File: config.mk
export PLATFORM = sky130hd
export DESIGN_NAME = dynsize_bus_master
export DESIGN_NICKNAME = d
export VERILOG_FILES = /design/src/rtl/dsb_pkg.sv /design/src/rtl/dsb_lane_mux.sv /design/src/rtl/dsb_seq_ctrl.sv /design/src/rtl/dynsize_bus_master.sv
export SDC_FILE = /design/constraint.sdc
export NUM_CORES = 1
export LEC_CHECK = 0
export ABC_AREA = 1
export BUFFER_PORTS_ARGS = -buffer_cell sky130_fd_sc_hd__buf_2
export CORE_UTILIZATION = 54
export CTS_CLUSTER_DIAMETER = 50
export DETAILED_ROUTE_END_ITERATION = 8
export PLACE_DENSITY = 0.79
export SLEW_MARGIN = 10
export SYNTH_ARGS = -nofsm -noshare
export SYNTH_HDL_FRONTEND = slang
export SYNTH_HIERARCHICAL = 1
export SYNTH_SLANG_ARGS = --single-unit
File: constraint.sdc
create_clock -name clk -period 3.1 [get_ports clk]
set_input_delay 0.31 -clock clk [delete_from_list [all_inputs] [get_ports clk]]
set_output_delay 0.31 -clock clk [all_outputs]
set_load 0.005 [all_outputs]
File: src/rtl/dsb_pkg.sv
package dsb_pkg;

  localparam int DSB_DW = 32;
  localparam int DSB_NB = DSB_DW / 8;

  typedef enum logic [1:0] {
    ST_IDLE  = 2'd0,
    ST_ARB   = 2'd1,
    ST_START = 2'd2,
    ST_WAIT  = 2'd3
  } dsb_state_e;

  // size code to byte count: 00 means four bytes
  function automatic logic [2:0] size_to_bytes(input logic [1:0] code);
    return (code == 2'b00) ? 3'd4 : {1'b0, code};
  endfunction

  // byte count (1..4) to size code
  function automatic logic [1:0] bytes_to_size(input logic [2:0] cnt);
    return cnt[1:0];
  endfunction

  // port indication to width in bytes
  function automatic logic [2:0] port_width(input logic [1:0] ps);
    logic [2:0] w;
    case (ps)
      2'b01:   w = 3'd1;
      2'b10:   w = 3'd2;
      default: w = 3'd4;
    endcase
    return w;
  endfunction

endpackage

File: src/rtl/dsb_lane_mux.sv
module dsb_lane_mux
  import dsb_pkg::*;
#(
  parameter int DW = DSB_DW
) (
  input  logic [DW-1:0] wr_word,
  input  logic [DW-1:0] rd_word_cur,
  input  logic [DW-1:0] bus_rd_lanes,
  input  logic [2:0]    byte_off,
  input  logic [2:0]    port_w,
  input  logic [2:0]    xfer_bytes,
  output logic [DW-1:0] bus_wr_lanes,
  output logic [DW-1:0] rd_word_next
);

  localparam int NB   = DW / 8;
  localparam int SHW  = $clog2(DW) + 1;

  logic [SHW-1:0] lane_shift;
  logic [DW-1:0]  rd_aligned;
  logic [3:0]     span_end;

  assign lane_shift   = SHW'({byte_off, 3'b000});
  assign bus_wr_lanes = wr_word << lane_shift;
  assign rd_aligned   = bus_rd_lanes >> lane_shift;
  assign span_end     = {1'b0, byte_off} + {1'b0, port_w};

  for (genvar j = 0; j < NB; j++) begin : g_byte
    localparam logic [3:0] JPOS = 4'(j);
    logic take_byte;
    assign take_byte = (JPOS >= {1'b0, byte_off}) && (JPOS < span_end) &&
                       (JPOS < {1'b0, xfer_bytes});
    assign rd_word_next[DW-1-8*j -: 8] = take_byte ? rd_aligned[DW-1-8*j -: 8]
                                                   : rd_word_cur[DW-1-8*j -: 8];
  end

endmodule

File: src/rtl/dsb_seq_ctrl.sv
module dsb_seq_ctrl
  import dsb_pkg::*;
#(
  parameter int AW = 24
) (
  input  logic          clk,
  input  logic          rst_n,
  input  logic          req_valid,
  input  logic [AW-1:0] req_addr,
  input  logic [1:0]    req_size,
  input  logic          req_write,
  input  logic          bus_grant_i,
  input  logic          bus_busy_i,
  input  logic          ack_i,
  input  logic          retry_i,
  input  logic [1:0]    psize_i,
  output logic          bus_req_o,
  output logic          bus_busy_o,
  output logic          ts_o,
  output logic [AW-1:0] addr_o,
  output logic          rnw_o,
  output logic [1:0]    tsize_o,
  output logic          wr_o,
  output logic [2:0]    off_o,
  output logic [2:0]    eff_w_o,
  output logic [2:0]    nbytes_o,
  output logic          accept_o,
  output logic          rd_cap_o,
  output logic          done_o,
  output logic          err_o
);

  dsb_state_e    st_q, st_d;
  logic [AW-1:0] base_q;
  logic [1:0]    size_q;
  logic          wr_q;
  logic [2:0]    off_q, off_d;
  logic [2:0]    w_q, w_d;
  logic          first_q, first_d;
  logic          done_q, done_d;
  logic          err_q, err_d;

  logic [2:0] nbytes, eff_w, remain, chunk;
  logic [3:0] reach;
  logic       last_txn, take_ack, take_retry, accept;

  assign nbytes     = size_to_bytes(size_q);
  assign eff_w      = first_q ? port_width(psize_i) : w_q;
  assign reach      = {1'b0, off_q} + {1'b0, eff_w};
  assign last_txn   = reach >= {1'b0, nbytes};
  assign remain     = nbytes - off_q;
  assign chunk      = (remain < w_q) ? remain : w_q;
  assign accept     = (st_q == ST_IDLE) && req_valid;
  assign take_retry = (st_q == ST_WAIT) && retry_i;
  assign take_ack   = (st_q == ST_WAIT) && ack_i && !retry_i;

  always_comb begin
    st_d    = st_q;
    off_d   = off_q;
    w_d     = w_q;
    first_d = first_q;
    done_d  = 1'b0;
    err_d   = 1'b0;
    case (st_q)
      ST_IDLE: begin
        if (req_valid) begin
          st_d    = ST_ARB;
          off_d   = 3'd0;
          w_d     = 3'd4;
          first_d = 1'b1;
        end
      end
      ST_ARB: begin
        if (bus_grant_i && !bus_busy_i) st_d = ST_START;
      end
      ST_START: st_d = ST_WAIT;
      ST_WAIT: begin
        if (take_retry) begin
          if (first_q) begin
            st_d = ST_ARB;
          end else begin
            st_d   = ST_IDLE;
            done_d = 1'b1;
            err_d  = 1'b1;
          end
        end else if (take_ack) begin
          if (first_q) w_d = eff_w;
          if (last_txn) begin
            st_d   = ST_IDLE;
            done_d = 1'b1;
          end else begin
            st_d    = ST_START;
            off_d   = reach[2:0];
            first_d = 1'b0;
          end
        end
      end
      default: st_d = ST_IDLE;
    endcase
  end

  always_ff @(posedge clk or negedge rst_n) begin
    if (!rst_n) begin
      st_q    <= ST_IDLE;
      off_q   <= 3'd0;
      w_q     <= 3'd4;
      first_q <= 1'b1;
      done_q  <= 1'b0;
      err_q   <= 1'b0;
    end else begin
      st_q    <= st_d;
      off_q   <= off_d;
      w_q     <= w_d;
      first_q <= first_d;
      done_q  <= done_d;
      err_q   <= err_d;
    end
  end

  always_ff @(posedge clk or negedge rst_n) begin
    if (!rst_n) begin
      base_q <= '0;
      size_q <= 2'b00;
      wr_q   <= 1'b0;
    end else if (accept) begin
      base_q <= req_addr;
      size_q <= req_size;
      wr_q   <= req_write;
    end
  end

  assign bus_req_o  = (st_q == ST_ARB);
  assign bus_busy_o = (st_q == ST_START) || (st_q == ST_WAIT);
  assign ts_o       = (st_q == ST_START);
  assign addr_o     = bus_busy_o ? base_q + AW'(off_q) : '0;
  assign rnw_o      = bus_busy_o && !wr_q;
  assign tsize_o    = !bus_busy_o ? 2'b00 :
                      first_q     ? size_q : bytes_to_size(chunk);
  assign wr_o       = bus_busy_o && wr_q;
  assign off_o      = off_q;
  assign eff_w_o    = eff_w;
  assign nbytes_o   = nbytes;
  assign accept_o   = accept;
  assign rd_cap_o   = take_ack && !wr_q;
  assign done_o     = done_q;
  assign err_o      = err_q;

endmodule

File: src/rtl/dynsize_bus_master.sv
module dynsize_bus_master
  import dsb_pkg::*;
#(
  parameter int AW = 24
) (
  input  logic          clk,
  input  logic          rst_n,
  input  logic          req_valid,
  input  logic [AW-1:0] req_addr,
  input  logic [1:0]    req_size,
  input  logic          req_write,
  input  logic [31:0]   req_wdata,
  output logic [31:0]   rsp_rdata,
  output logic          rsp_done,
  output logic          rsp_err,
  output logic          bus_req_o,
  input  logic          bus_grant_i,
  input  logic          bus_busy_i,
  output logic          bus_busy_o,
  output logic          ts_o,
  output logic [AW-1:0] addr_o,
  output logic          rnw_o,
  output logic [1:0]    tsize_o,
  output logic [31:0]   wdata_o,
  input  logic [31:0]   rdata_i,
  input  logic          ack_i,
  input  logic          retry_i,
  input  logic [1:0]    psize_i
);

  logic        wr_act, accept, rd_cap;
  logic [2:0]  off, eff_w, nbytes;
  logic [31:0] wword_q, rword_q, rword_d, lanes_out;

  dsb_seq_ctrl #(.AW(AW)) u_ctrl (
    .clk        (clk),
    .rst_n      (rst_n),
    .req_valid  (req_valid),
    .req_addr   (req_addr),
    .req_size   (req_size),
    .req_write  (req_write),
    .bus_grant_i(bus_grant_i),
    .bus_busy_i (bus_busy_i),
    .ack_i      (ack_i),
    .retry_i    (retry_i),
    .psize_i    (psize_i),
    .bus_req_o  (bus_req_o),
    .bus_busy_o (bus_busy_o),
    .ts_o       (ts_o),
    .addr_o     (addr_o),
    .rnw_o      (rnw_o),
    .tsize_o    (tsize_o),
    .wr_o       (wr_act),
    .off_o      (off),
    .eff_w_o    (eff_w),
    .nbytes_o   (nbytes),
    .accept_o   (accept),
    .rd_cap_o   (rd_cap),
    .done_o     (rsp_done),
    .err_o      (rsp_err)
  );

  dsb_lane_mux #(.DW(DSB_DW)) u_lanes (
    .wr_word     (wword_q),
    .rd_word_cur (rword_q),
    .bus_rd_lanes(rdata_i),
    .byte_off    (off),
    .port_w      (eff_w),
    .xfer_bytes  (nbytes),
    .bus_wr_lanes(lanes_out),
    .rd_word_next(rword_d)
  );

  always_ff @(posedge clk or negedge rst_n) begin
    if (!rst_n) begin
      wword_q <= '0;
    end else if (accept) begin
      wword_q <= req_wdata;
    end
  end

  always_ff @(posedge clk or negedge rst_n) begin
    if (!rst_n) begin
      rword_q <= '0;
    end else if (accept) begin
      rword_q <= '0;
    end else if (rd_cap) begin
      rword_q <= rword_d;
    end
  end

  assign wdata_o   = wr_act ? lanes_out : '0;
  assign rsp_rdata = rword_q;

endmodule

==> results.yml <==
synth:
  synth.top_cell.area_share_pct: 34.43
  synth_edf_count: 0
  netlist_area_um2: 7268
  syn-num-nets: 1240
  synth.distinct_cells: 41
  synth-seq-area-share_pct: 35.15
  synth_ff_type: "dfrtp_1"
  ys_ff_latch: 102
  yosys-top-cells-area: "dfrtp_1 34%, nand2_1 25%, nand3_1 6.4%, inv_1 5.8%, o21ai_0 5.6%"
  synthTopCellsByCount: "475 x nand2_1, 113 x inv_1, 100 x dfrtp_1"
  synth_cells: 1119
  synth_area_per_cell_um2: 6.495
  yosysWarningCount: 6
  yosysTopAreaCell: "dfrtp_1"
  yosys.cell_count.top_type: "nand2_1"
  async_reset_ff_share_pct: 100.0
setup_path:
  ff2ff_path_depth: 15
  path_class: "reg -> out"
  end_kind: "primary output"
  path_max_fanout: 3
  cp.arrival_ps: 2660
  crit_required_ps: 2790
  reg2reg_slack_ps: 250
  r2r-end: "u_ctrl/off_o[0]$_DFFE_PN0P_"
  cp-start-kind: "register"
  crit-reg2reg-launch: "u_ctrl/first_q$_DFFE_PN1P_"
detailed_routing:
  ant_nets: 0
  drtIter0Drc: 541
  drt_first_pass_iters: 8
  wl_per_cell_um: 13.36
  post-route-drc-count: 0
  via_per_inst: 5.175
  totalWireLength_mm: 19.68
  vias: 7623
pwr:
  combinationalPowerShare_pct: 59.1
  cellPowerDensity_nw_per_um2: 1016
  clkPwrFrac_pct: 13.2
  power_frac_seq_pct: 27.7
  switchingPower_mw: 4.312
  p_leak_nw: 5.110
  internal_power_mw: 4.449
  sw_frac_of_total_pct: 49.21
  peakVddDrop_mv: 0.5264
floorplanning:
  rows: 42
  ios: 196
  die_area_um2: 13930
  start_util_pct: 55.10
  die_h_um: 118.0
  die_x_um: 118.0
  core_um2: 13190
cts:
  root_buffer: "clkbuf_16"
  h-tree-depth: 3
  clock-sinks: 102
  clk_latency_ps: 350
  clk_path_buf_depth: 2
  cts_hold_buf: 0
  path_clk_slew_ps: 70
  tritoncts: "yes"
  cts-buffers-inserted: 9
sta:
  finalSetupViolCount: 0
  rsz0062_at_grt: "true"
  worst_pin_slew_ps: 760.3
  final_max_slew_viol_count: 0
  setup_ws_ps: 129.8
  fmax_mhz: 336.7
  slew-limit-headroom_pct: 49.31
  min_period_ps: 2970
  finClkSkew_ps: 6.520
  finalHoldViolations: 0
  fin_crit_sh_pct: 95.81
run_status:
  status: "finished, final reports clean"
grt:
  grt_use_total_pct: 28.76
  grt_pass1_wl_mm: 32.27
  grt_antenna_before_repair: 0
  grt_max_degree: 72
  grt_overflow: 0
  grt_pass1_vias: 6909
layout:
  final_nets: 1414
  n_fill_cell: 1229
  diodes: 0
  synthToLayoutAreaGrowth_pct: 18.63
  drive_gt1_share_pct: 21.20
  instances_no_fill: 1473
placed_design:
  dp_hpwl_mm: 14.37
  pre_cts_slack_ps: 276.5
  place.gp.congestion: 0.9184
  dp_cells: 1455
  port_buffers: 195
run:
  maxCapViolCount: 0
hold_path:
  worstHoldPathType: "in -> async"
==> logic make-up (layout without fill, tap and decap cells) <==
family,count (synthesis),after routing,share of synthesized area [%]
buf+inv,165,343,10.47
compound gates,119,119,8.607
simple gates,705,705,40.80
flops,102,102,35.15
xor+xnor,7,7,0.9470
fa+ha+maj,21,21,4.028
==> timing repair <==
action / 4_1_cts / 5_1_grt
buffers inserted: 1 / 2
endpoints found under the setup margin: 1 / 2
gates cloned: 0 / 0
hold endpoints to repair: 0 / 0
resized for setup: 2 / 8
pin swaps: 0 / 7
==> registers in the layout, summed over array words and instances, names as in the netlist <==
signal / count
u_ctrl/done_o: 1
u_ctrl/w_q: 3
u_ctrl/st_q: 2
u_ctrl/off_o: 3
u_ctrl/err_o: 1
u_ctrl/size_q: 2
wword_q: 32
u_ctrl/first_q: 1
rsp_rdata: 32
u_ctrl/base_q: 24
u_ctrl/wr_q: 1
==> critical path, stage by stage, from the launching register on <==
cell and delay, ps:
dfrtp_1 390, inv_2 80, ha_4 120, inv_2 30, fa_2 370, xnor2_2 170, xor2_1 160, inv_1 90
ha_4 240, a21oi_2 130, nand2_1 90, nand2_1 60, o21ai_1 60, o21ai_1 140, inv_1 50, buf_2 120
==> worst max-delay path by stage <==
stage / start / endpoint / slack (ps)
2_1_floorplan: u_ctrl/first_q$_DFFE_PN1P_ / u_ctrl/off_o[1]$_DFFE_PN0P_ / 350
3_3_place_gp: u_ctrl/size_q[0]$_DFFE_PN0P_ / tsize_o[0] / 330
3_5_place_dp: u_ctrl/size_q[0]$_DFFE_PN0P_ / tsize_o[0] / 280
4_1_cts: u_ctrl/size_q[0]$_DFFE_PN0P_ / tsize_o[0] / 20
5_1_grt: u_ctrl/size_q[0]$_DFFE_PN0P_ / tsize_o[0] / -40
6_report: u_ctrl/size_q[0]$_DFFE_PN0P_ / tsize_o[0] / 130
==> cells in the final DEF (no fill, tap or decap), types with 9 or more instances in the layout <==
master       n
nand2_1    475
buf_2      194
inv_1      111
dfrtp_1     99
nor2_1      98
nand3_1     93
o21ai_0     79
a21oi_1     25
buf_4       15
ha_1        15
clkbuf_16    9
==> metrics by stage <==
step                setup TNS [ps]  area (um2)  hold WS, ps  utilization (%)  power, mW
floorplan                        0        7268        14.41                -      6.051
global placement                 0        8264        433.0            62.65      7.342
detailed placement               0        8264        437.2            62.65      7.457
CTS                              0        8572        55.54            64.99      8.682
global route                -37.62        8622        87.83            65.37      9.597
finish                           0        8622        36.45            65.37      8.761
==> cell type report <==
| type | count | area (um2) | share of cell area [%] |
|---|---|---|---|
| clock buffer | 10 | 239.0 | 2.772 |
| multi-input combinational | 852 | 3994 | 46.32 |
| sequential | 102 | 2556 | 29.65 |
| inverter | 118 | 451.7 | 5.239 |
| timing repair buffer | 210 | 1104 | 12.80 |
| tap | 176 | 220.2 | 2.554 |
| clock inverter | 5 | 57.56 | 0.6675 |
==> power by group through the flow <==
stage / Sequential (mW) / Combinational [mW] / Clock, mW
after detailed placement: 2.43 / 5.02 / 0
after CTS: 2.42 / 5.09 / 1.18
after floorplan: 2.33 / 3.72 / 0
after global routing: 2.50 / 5.87 / 1.23
after global placement: 2.42 / 4.92 / 0
final: 2.43 / 5.17 / 1.16
==> per-layer routing <==
layer	share of wire, %	vias to the layer above	track usage, %
met1	42	3440	37.12
met2	48	318	47.43
met5	0	-	0
met3	6.8	55	5.669
met4	3.2	0	11.14
li1	-	3810	-
Note: power is estimated with default switching activity, not from simulation.
